[config.mk]
export PLATFORM = sky130hd
export DESIGN_NAME = lfc_link
export DESIGN_NICKNAME = d
export VERILOG_FILES = /design/src/rtl/lfc_pkg.sv /design/src/rtl/lfc_credit_ctr.sv /design/src/rtl/lfc_occ_ctr.sv /design/src/rtl/lfc_tx_gate.sv /design/src/rtl/lfc_link.sv
export SDC_FILE = /design/constraint.sdc
export NUM_CORES = 1
export LEC_CHECK = 0
export ABC_AREA = 1
export CORE_MARGIN = 2
export CORE_UTILIZATION = 40
export CTS_CLUSTER_DIAMETER = 150
export DETAILED_ROUTE_END_ITERATION = 7
export HOLD_SLACK_MARGIN = 0.15
export MAX_ROUTING_LAYER = met4
export PLACE_DENSITY = 0.68
export SLEW_MARGIN = 20
export SYNTH_ARGS = -nofsm -noshare
export SYNTH_HDL_FRONTEND = slang
export SYNTH_SLANG_ARGS = --single-unit
export TNS_END_PERCENT = 1
[constraint.sdc]
create_clock -name clk -period 4.7 [get_ports clk]
set_input_delay 1.175 -clock clk [delete_from_list [all_inputs] [get_ports clk]]
set_output_delay 1.175 -clock clk [all_outputs]
set_load 0.01 [all_outputs]
[src/rtl/lfc_pkg.sv]
package lfc_pkg;

    typedef enum logic {
        FC_CREDIT = 1'b0,
        FC_ONOFF  = 1'b1
    } fc_mode_e;

    // One counter update request: take = one slot consumed, give = one slot returned.
    typedef struct packed {
        logic take;
        logic give;
    } cnt_step_t;

    // Stop level: leave room for every flit that can still be in flight
    // during one full forward-plus-return trip of the link.
    function automatic int unsigned off_level(int unsigned depth, int unsigned rtt);
        return (depth > rtt) ? (depth - rtt) : 1;
    endfunction

    function automatic int unsigned sel_width(int unsigned n);
        return (n > 1) ? $clog2(n) : 1;
    endfunction

endpackage

[src/rtl/lfc_credit_ctr.sv]
module lfc_credit_ctr
    import lfc_pkg::*;
#(
    parameter int unsigned DEPTH = 8,
    localparam int unsigned CW = $clog2(DEPTH + 1)
) (
    input  logic          clk,
    input  logic          rst,
    input  fc_mode_e      mode,
    input  cnt_step_t     step,
    output logic [CW-1:0] cnt,
    output logic          err
);
    localparam logic [CW-1:0] FULL = CW'(DEPTH);

    logic full;
    assign full = (cnt == FULL);

    always_ff @(posedge clk) begin
        if (rst) begin
            cnt <= FULL;
            err <= 1'b0;
        end else begin
            err <= 1'b0;
            if (mode == FC_CREDIT) begin
                unique case ({step.take, step.give})
                    2'b10: cnt <= cnt - 1'b1;
                    2'b01: begin
                        if (full) err <= 1'b1;
                        else      cnt <= cnt + 1'b1;
                    end
                    default: ;
                endcase
            end
        end
    end

    assert_dec_on_send_R3: assert property (@(posedge clk) disable iff (rst)
        (mode == FC_CREDIT && step.take && !step.give) |=> (cnt == $past(cnt) - 1'b1));

    assert_send_and_credit_hold_R3: assert property (@(posedge clk) disable iff (rst)
        (mode == FC_CREDIT && step.take && step.give) |=> $stable(cnt));

    assert_excess_credit_R4: assert property (@(posedge clk) disable iff (rst)
        (mode == FC_CREDIT && step.give && !step.take && cnt == FULL) |=> (err && cnt == FULL));

    assert_frozen_onoff_R8: assert property (@(posedge clk) disable iff (rst)
        (mode == FC_ONOFF) |=> $stable(cnt));

    assert_cnt_bound_R3: assert property (@(posedge clk) disable iff (rst)
        cnt <= FULL);

endmodule

[src/rtl/lfc_occ_ctr.sv]
module lfc_occ_ctr
    import lfc_pkg::*;
#(
    parameter int unsigned DEPTH   = 8,
    parameter int unsigned OFF_LVL = 6,
    localparam int unsigned CW = $clog2(DEPTH + 1)
) (
    input  logic          clk,
    input  logic          rst,
    input  fc_mode_e      mode,
    input  logic          arrive,
    input  logic          drain,
    output logic [CW-1:0] occ,
    output logic          crd_ret,
    output logic          stop,
    output logic          ovf
);
    localparam logic [CW-1:0] FULL = CW'(DEPTH);
    localparam logic [CW-1:0] OFF  = CW'(OFF_LVL);

    logic          drn_ok;
    logic [CW-1:0] occ_nx;
    logic          ovf_nx;

    assign drn_ok = drain && (occ != '0);

    always_comb begin
        occ_nx = occ;
        ovf_nx = 1'b0;
        unique case ({arrive, drn_ok})
            2'b10: begin
                if (occ == FULL) ovf_nx = 1'b1;
                else             occ_nx = occ + 1'b1;
            end
            2'b01:   occ_nx = occ - 1'b1;
            default: ;
        endcase
    end

    always_ff @(posedge clk) begin
        if (rst) begin
            occ     <= '0;
            crd_ret <= 1'b0;
            stop    <= 1'b0;
            ovf     <= 1'b0;
        end else begin
            occ     <= occ_nx;
            ovf     <= ovf_nx;
            crd_ret <= (mode == FC_CREDIT) && drn_ok;
            stop    <= (mode == FC_ONOFF) && (occ_nx >= OFF);
        end
    end

    assert_ret_after_drain_R6: assert property (@(posedge clk) disable iff (rst)
        crd_ret |-> $past(drain && occ != '0));

    assert_stop_level_R7: assert property (@(posedge clk) disable iff (rst)
        stop |-> (occ >= OFF));

    assert_no_overflow_R9: assert property (@(posedge clk) disable iff (rst)
        (arrive && !drain && occ == FULL) |=> (ovf && occ == FULL));

    assert_empty_drain_R5: assert property (@(posedge clk) disable iff (rst)
        (drain && !arrive && occ == '0) |=> (occ == '0 && !crd_ret));

    assert_occ_bound_R5: assert property (@(posedge clk) disable iff (rst)
        occ <= FULL);

endmodule

[src/rtl/lfc_tx_gate.sv]
module lfc_tx_gate
    import lfc_pkg::*;
#(
    parameter int unsigned NVC = 4,
    localparam int unsigned VCW = sel_width(NVC)
) (
    input  fc_mode_e         mode,
    input  logic             src_valid,
    input  logic [VCW-1:0]   src_vc,
    input  logic [NVC-1:0]   has_credit,
    input  logic [NVC-1:0]   stop_in,
    output logic             ok,
    output logic             fire,
    output logic [NVC-1:0]   fire_vec
);
    always_comb begin
        if (mode == FC_CREDIT) ok = has_credit[src_vc];
        else                   ok = !stop_in[src_vc];
        fire = src_valid && ok;
        for (int v = 0; v < NVC; v++) begin
            fire_vec[v] = fire && (src_vc == VCW'(v));
        end
    end

endmodule

[src/rtl/lfc_link.sv]
module lfc_link
    import lfc_pkg::*;
#(
    parameter int unsigned NVC      = 4,
    parameter int unsigned DEPTH    = 8,
    parameter int unsigned LINK_RTT = 2,
    localparam int unsigned VCW     = sel_width(NVC),
    localparam int unsigned CW      = $clog2(DEPTH + 1)
) (
    input  logic               clk,
    input  logic               rst,
    input  logic               fc_mode,
    input  logic               src_valid,
    input  logic [VCW-1:0]     src_vc,
    output logic               src_ok,
    output logic               tx_valid,
    output logic [VCW-1:0]     tx_vc,
    input  logic               rx_valid,
    input  logic [VCW-1:0]     rx_vc,
    input  logic               drain_valid,
    input  logic [VCW-1:0]     drain_vc,
    output logic [NVC-1:0]     crd_ret,
    output logic [NVC-1:0]     stop_out,
    input  logic [NVC-1:0]     crd_in,
    input  logic [NVC-1:0]     stop_in,
    output logic [NVC*CW-1:0]  credit_cnt,
    output logic [NVC*CW-1:0]  rx_occ,
    output logic               crd_err,
    output logic               ovf_err
);
    localparam int unsigned OFF_LVL = off_level(DEPTH, LINK_RTT);

    fc_mode_e       mode;
    logic           fire;
    logic [NVC-1:0] fire_vec;
    logic [NVC-1:0] has_credit;
    logic [NVC-1:0] cerr_vec;
    logic [NVC-1:0] oerr_vec;

    assign mode  = fc_mode_e'(fc_mode);
    assign tx_valid = fire;
    assign tx_vc    = src_vc;

    lfc_tx_gate #(.NVC(NVC)) u_gate (
        .mode       (mode),
        .src_valid  (src_valid),
        .src_vc     (src_vc),
        .has_credit (has_credit),
        .stop_in    (stop_in),
        .ok         (src_ok),
        .fire       (fire),
        .fire_vec   (fire_vec)
    );

    for (genvar v = 0; v < NVC; v++) begin : g_vc
        cnt_step_t     step;
        logic [CW-1:0] cnt;
        logic [CW-1:0] occ;

        assign step.take = fire_vec[v];
        assign step.give = crd_in[v];

        lfc_credit_ctr #(.DEPTH(DEPTH)) u_credit (
            .clk  (clk),
            .rst  (rst),
            .mode (mode),
            .step (step),
            .cnt  (cnt),
            .err  (cerr_vec[v])
        );

        lfc_occ_ctr #(.DEPTH(DEPTH), .OFF_LVL(OFF_LVL)) u_occ (
            .clk     (clk),
            .rst     (rst),
            .mode    (mode),
            .arrive  (rx_valid && (rx_vc == VCW'(v))),
            .drain   (drain_valid && (drain_vc == VCW'(v))),
            .occ     (occ),
            .crd_ret (crd_ret[v]),
            .stop    (stop_out[v]),
            .ovf     (oerr_vec[v])
        );

        assign has_credit[v]          = (cnt != '0);
        assign credit_cnt[v*CW +: CW] = cnt;
        assign rx_occ[v*CW +: CW]     = occ;
    end

    assign crd_err = |cerr_vec;
    assign ovf_err = |oerr_vec;

    assert_single_return_R6: assert property (@(posedge clk) disable iff (rst)
        $onehot0(crd_ret));

    assert_no_stop_credit_R7: assert property (@(posedge clk) disable iff (rst)
        (mode == FC_CREDIT) |=> (stop_out == '0));

    assert_send_needs_credit_R2: assert property (@(posedge clk) disable iff (rst)
        (mode == FC_CREDIT && tx_valid) |-> (credit_cnt[tx_vc*CW +: CW] != '0));

endmodule

==> impl_metrics.json <==
{
  "status": "complete, no violations",
  "ant_nets": 0,
  "grt_overflow_total": 0,
  "num_rows": 32,
  "clockRootBuffer": "clkbuf_8",
  "pre_cts_slack_ps": 400.0,
  "cap_violations": 0,
  "ys_warn_count": 0,
  "cts.clk_slew.worst_paths_ps": 80,
  "dp_hpwl_mm": 5.590,
  "cts_resized": 0,
  "synthToLayoutAreaGrowth_pct": 26.45,
  "worstHoldStart": "g_vc[0].u_credit.cnt[1]",
  "power.leakage_nw": 1.722,
  "yosysSeqAreaShare": 0.3111,
  "wl_per_cell_um": 12.16,
  "syn_inst": 429,
  "via_count": 2946,
  "synthFlopType": "dfxtp_1",
  "ys_top_cells_by_area": "dfxtp_1 31%, ha_1 12%, inv_1 7.7%, nor2_1 6.9%, nand2_1 6.8%",
  "n_antenna_cell": 0,
  "pin_count": 66,
  "die-area_um2": 8442,
  "first_iter_violations": 129,
  "clock_sinks": 48,
  "ys_seq_elements": 48,
  "antenna_found_initial": 0,
  "r2r_start": "g_vc[3].u_occ.occ[0]",
  "worstSkewPairLatency_ps": 300,
  "finalHoldViolations": 0,
  "drive_above_1_share": 0.04303,
  "max_stage_delay_ps": 600,
  "layout_min_cycle_time_ps": 4334,
  "synth_top_area_share": 0.3111,
  "fmax_ghz": 0.2307,
  "initial_core_util": 0.4061,
  "syn-cell-area_um2": 3089,
  "worstMarginPinSlew_ps": 861.5,
  "synth_edf_count": 0,
  "crit_type": "input port to output pin",
  "place_congestion": 0.9097,
  "slew_violations": 0,
  "vias_per_cell": 4.993,
  "start_kind": "input port",
  "grt_max_degree": 23,
  "finClkSkew_ps": 2.938,
  "post_cts_buffers": 0,
  "cts_inserted_buffers": 5,
  "die_x_um": 91.88,
  "finalSetupTns_ps": 0,
  "fin_nets": 540,
  "grtUsageTotal": 0.1799,
  "endpoint_kind": "output pin",
  "critPathMaxFanout": 13,
  "hp-class": "flop to flop",
  "htree_levels": 2,
  "cp_data_arrival_time_ps": 3160,
  "hold_end": "g_vc[0].u_credit.cnt[1]",
  "pwr_density_cell_nw_per_um2": 268.8,
  "setup_slack_ps": 365.9,
  "core-area_um2": 7607,
  "reg2reg_depth": 12,
  "dr.pass1.iters": 4,
  "clock_path_buffers": 2,
  "ir_worst_vdd_v": 0.0001273,
  "rr_endpoint": "g_vc[3].u_occ.stop",
  "critPathRequiredTime_ps": 3520,
  "routed_wl_mm": 7.176,
  "cp_cell_sequence": "clkdlybuf4s50_1 -> inv_1 -> a21oi_2 -> nand4_2 -> a21boi_2 -> clkdlybuf4s50_1",
  "setup_viol": 0,
  "portBuffers": 65,
  "grt_pass1_wl_mm": 12.28,
  "r2r_slack_ps": 1810,
  "min_period_over_period": 0.9222,
  "synthArstFlopShare": 0,
  "syn_area_per_cell_um2": 7.201,
  "drc": 0,
  "cts_hold_buf": 0,
  "cts_tree": "built",
  "slew-limit-headroom": 0.4108,
  "cp_slowest_cell": "clkdlybuf4s50_1",
  "grt_pass1_vias": 2864,
  "die_h_um": 91.88,
  "yosysUniqueCellTypes": 38,
  "rsz0062_at_grt": "no",
  "crit_path_frequent_cell": "clkdlybuf4s50_1",
  "synth_top_area_cell": "dfxtp_1",
  "holdPathStages": 2,
  "syn-num-nets": 482
}
[worst max-delay path: cells and delay by family]
family | cells | cell delay [ps]
simple gates | 1 | 120
buf+inv | 3 | 1380
compound gates | 2 | 480
[through the flow]
| step | util | instances | total power, mW | instance area (um2) | hold WS, ps |
|---|---|---|---|---|---|
| after floorplan | - | 429 | 0.6293 | 3089 | 512.4 |
| after global placement | 0.4969 | 582 | 0.7313 | 3780 | 511.1 |
| after detailed placement | 0.4969 | 582 | 0.7359 | 3780 | 513.7 |
| after CTS | 0.5135 | 590 | 1.064 | 3906 | 529.6 |
| after global routing | 0.5135 | 590 | 1.117 | 3906 | 558.8 |
| final | 0.5135 | 590 | 1.050 | 3906 | 527.8 |
[state kept, by name (all words and copies together) (netlist names)]
| signal | count |
|---|---|
| g_vc.u_credit.err | 4 |
| g_vc.u_credit.cnt | 16 |
| g_vc.u_occ.ovf | 4 |
| g_vc.u_occ.crd_ret | 4 |
| g_vc.u_occ.stop | 4 |
| g_vc.u_occ.occ | 16 |
[power breakdown]
| part | switching, mW | leakage (nW) | internal (mW) |
|---|---|---|---|
| registers | 0.0303 | 0.391 | 0.430 |
| clock network | 0.135 | 0.0645 | 0.188 |
| logic | 0.144 | 1.27 | 0.123 |
[cells by family after synthesis]
kind of cell | after synthesis | synth area share
buffers and inverters | 78 | 0.1073
adder cells (fa/ha/maj) | 33 | 0.1434
XOR/XNOR | 8 | 0.02268
flip-flops | 48 | 0.3111
AO/OA/AOI/OAI | 87 | 0.1648
AND/OR/NAND/NOR | 175 | 0.2507
[layout by cell type (no fill, tap or decap), drive strengths merged]
| cell type | n |
|---|---|
| or2 | 4 |
| a21boi | 2 |
| or4 | 2 |
| nand3b | 3 |
| inv | 63 |
| dfxtp | 48 |
| buf | 1 |
| o211ai | 3 |
| a211oi | 2 |
| o22a | 2 |
| nor2 | 59 |
| o221ai | 1 |
| clkbuf | 7 |
| o2111ai | 1 |
| nand2 | 58 |
| and3 | 1 |
| fa | 4 |
| a31oi | 1 |
| a21o | 2 |
| nand4 | 8 |
| xnor2 | 4 |
| a311oi | 2 |
| a21oi | 32 |
| o31ai | 3 |
| xor2 | 4 |
| nand3 | 28 |
| ha | 29 |
| nor3 | 12 |
| clkdlybuf4s50 | 65 |
| bufinv | 1 |
| o21ai | 33 |
| a2111oi | 2 |
| o22ai | 1 |
[synthesized netlist by cell type (all sizes together), types with 2 or more instances]
cell type and n:
or4 2, fa 4, nor3 12, a21oi 32
or2 4, o31ai 3, o22a 2, clkbuf 4
inv 63, xor2 4, xnor2 4, a21boi 2
nand2 58, o21ai 33, nand4 8, nand3b 3
nor2 59, nand3 28, o211ai 3, a311oi 2
a2111oi 2, ha 29, a21o 2, dfxtp 48
buf 11, a211oi 2
[cell type report]
| cell class | instances | area, um2 |
|---|---|---|
| flip-flops and latches | 48 | 960.9 |
| fillers | 757 | 3701 |
| multi-input cells | 303 | 1797 |
| inverters | 63 | 236.5 |
| clock inverters | 1 | 30.03 |
| well taps | 102 | 127.6 |
| clock buffers | 7 | 96.34 |
| repair buffers | 66 | 658.1 |
[worst max-delay path by stage]
| stage | start | endpoint | slack [ps] | cells past startpoint |
|---|---|---|---|---|
| 2_1_floorplan | src_vc[1] | g_vc[0].u_credit.cnt[3] | 1400 | 19 |
| 3_3_place_gp | fc_mode | tx_valid | 440 | 6 |
| 3_5_place_dp | fc_mode | tx_valid | 400 | 6 |
| 4_1_cts | fc_mode | tx_valid | 390 | 6 |
| 5_1_grt | fc_mode | tx_valid | 210 | 6 |
| 6_report | fc_mode | tx_valid | 370 | 6 |
[layer usage]
layer / GRT usage / vias to the layer above / wire length, um
li1: - / 1531 / -
met1: 0.2086 / 1329 / 3282
met2: 0.3137 / 76 / 3444
met3: 0.03533 / 10 / 351
met4: 0.05721 / 0 / 97
met5: - / - / 0
Note: power is estimated with default switching activity, not from simulation.
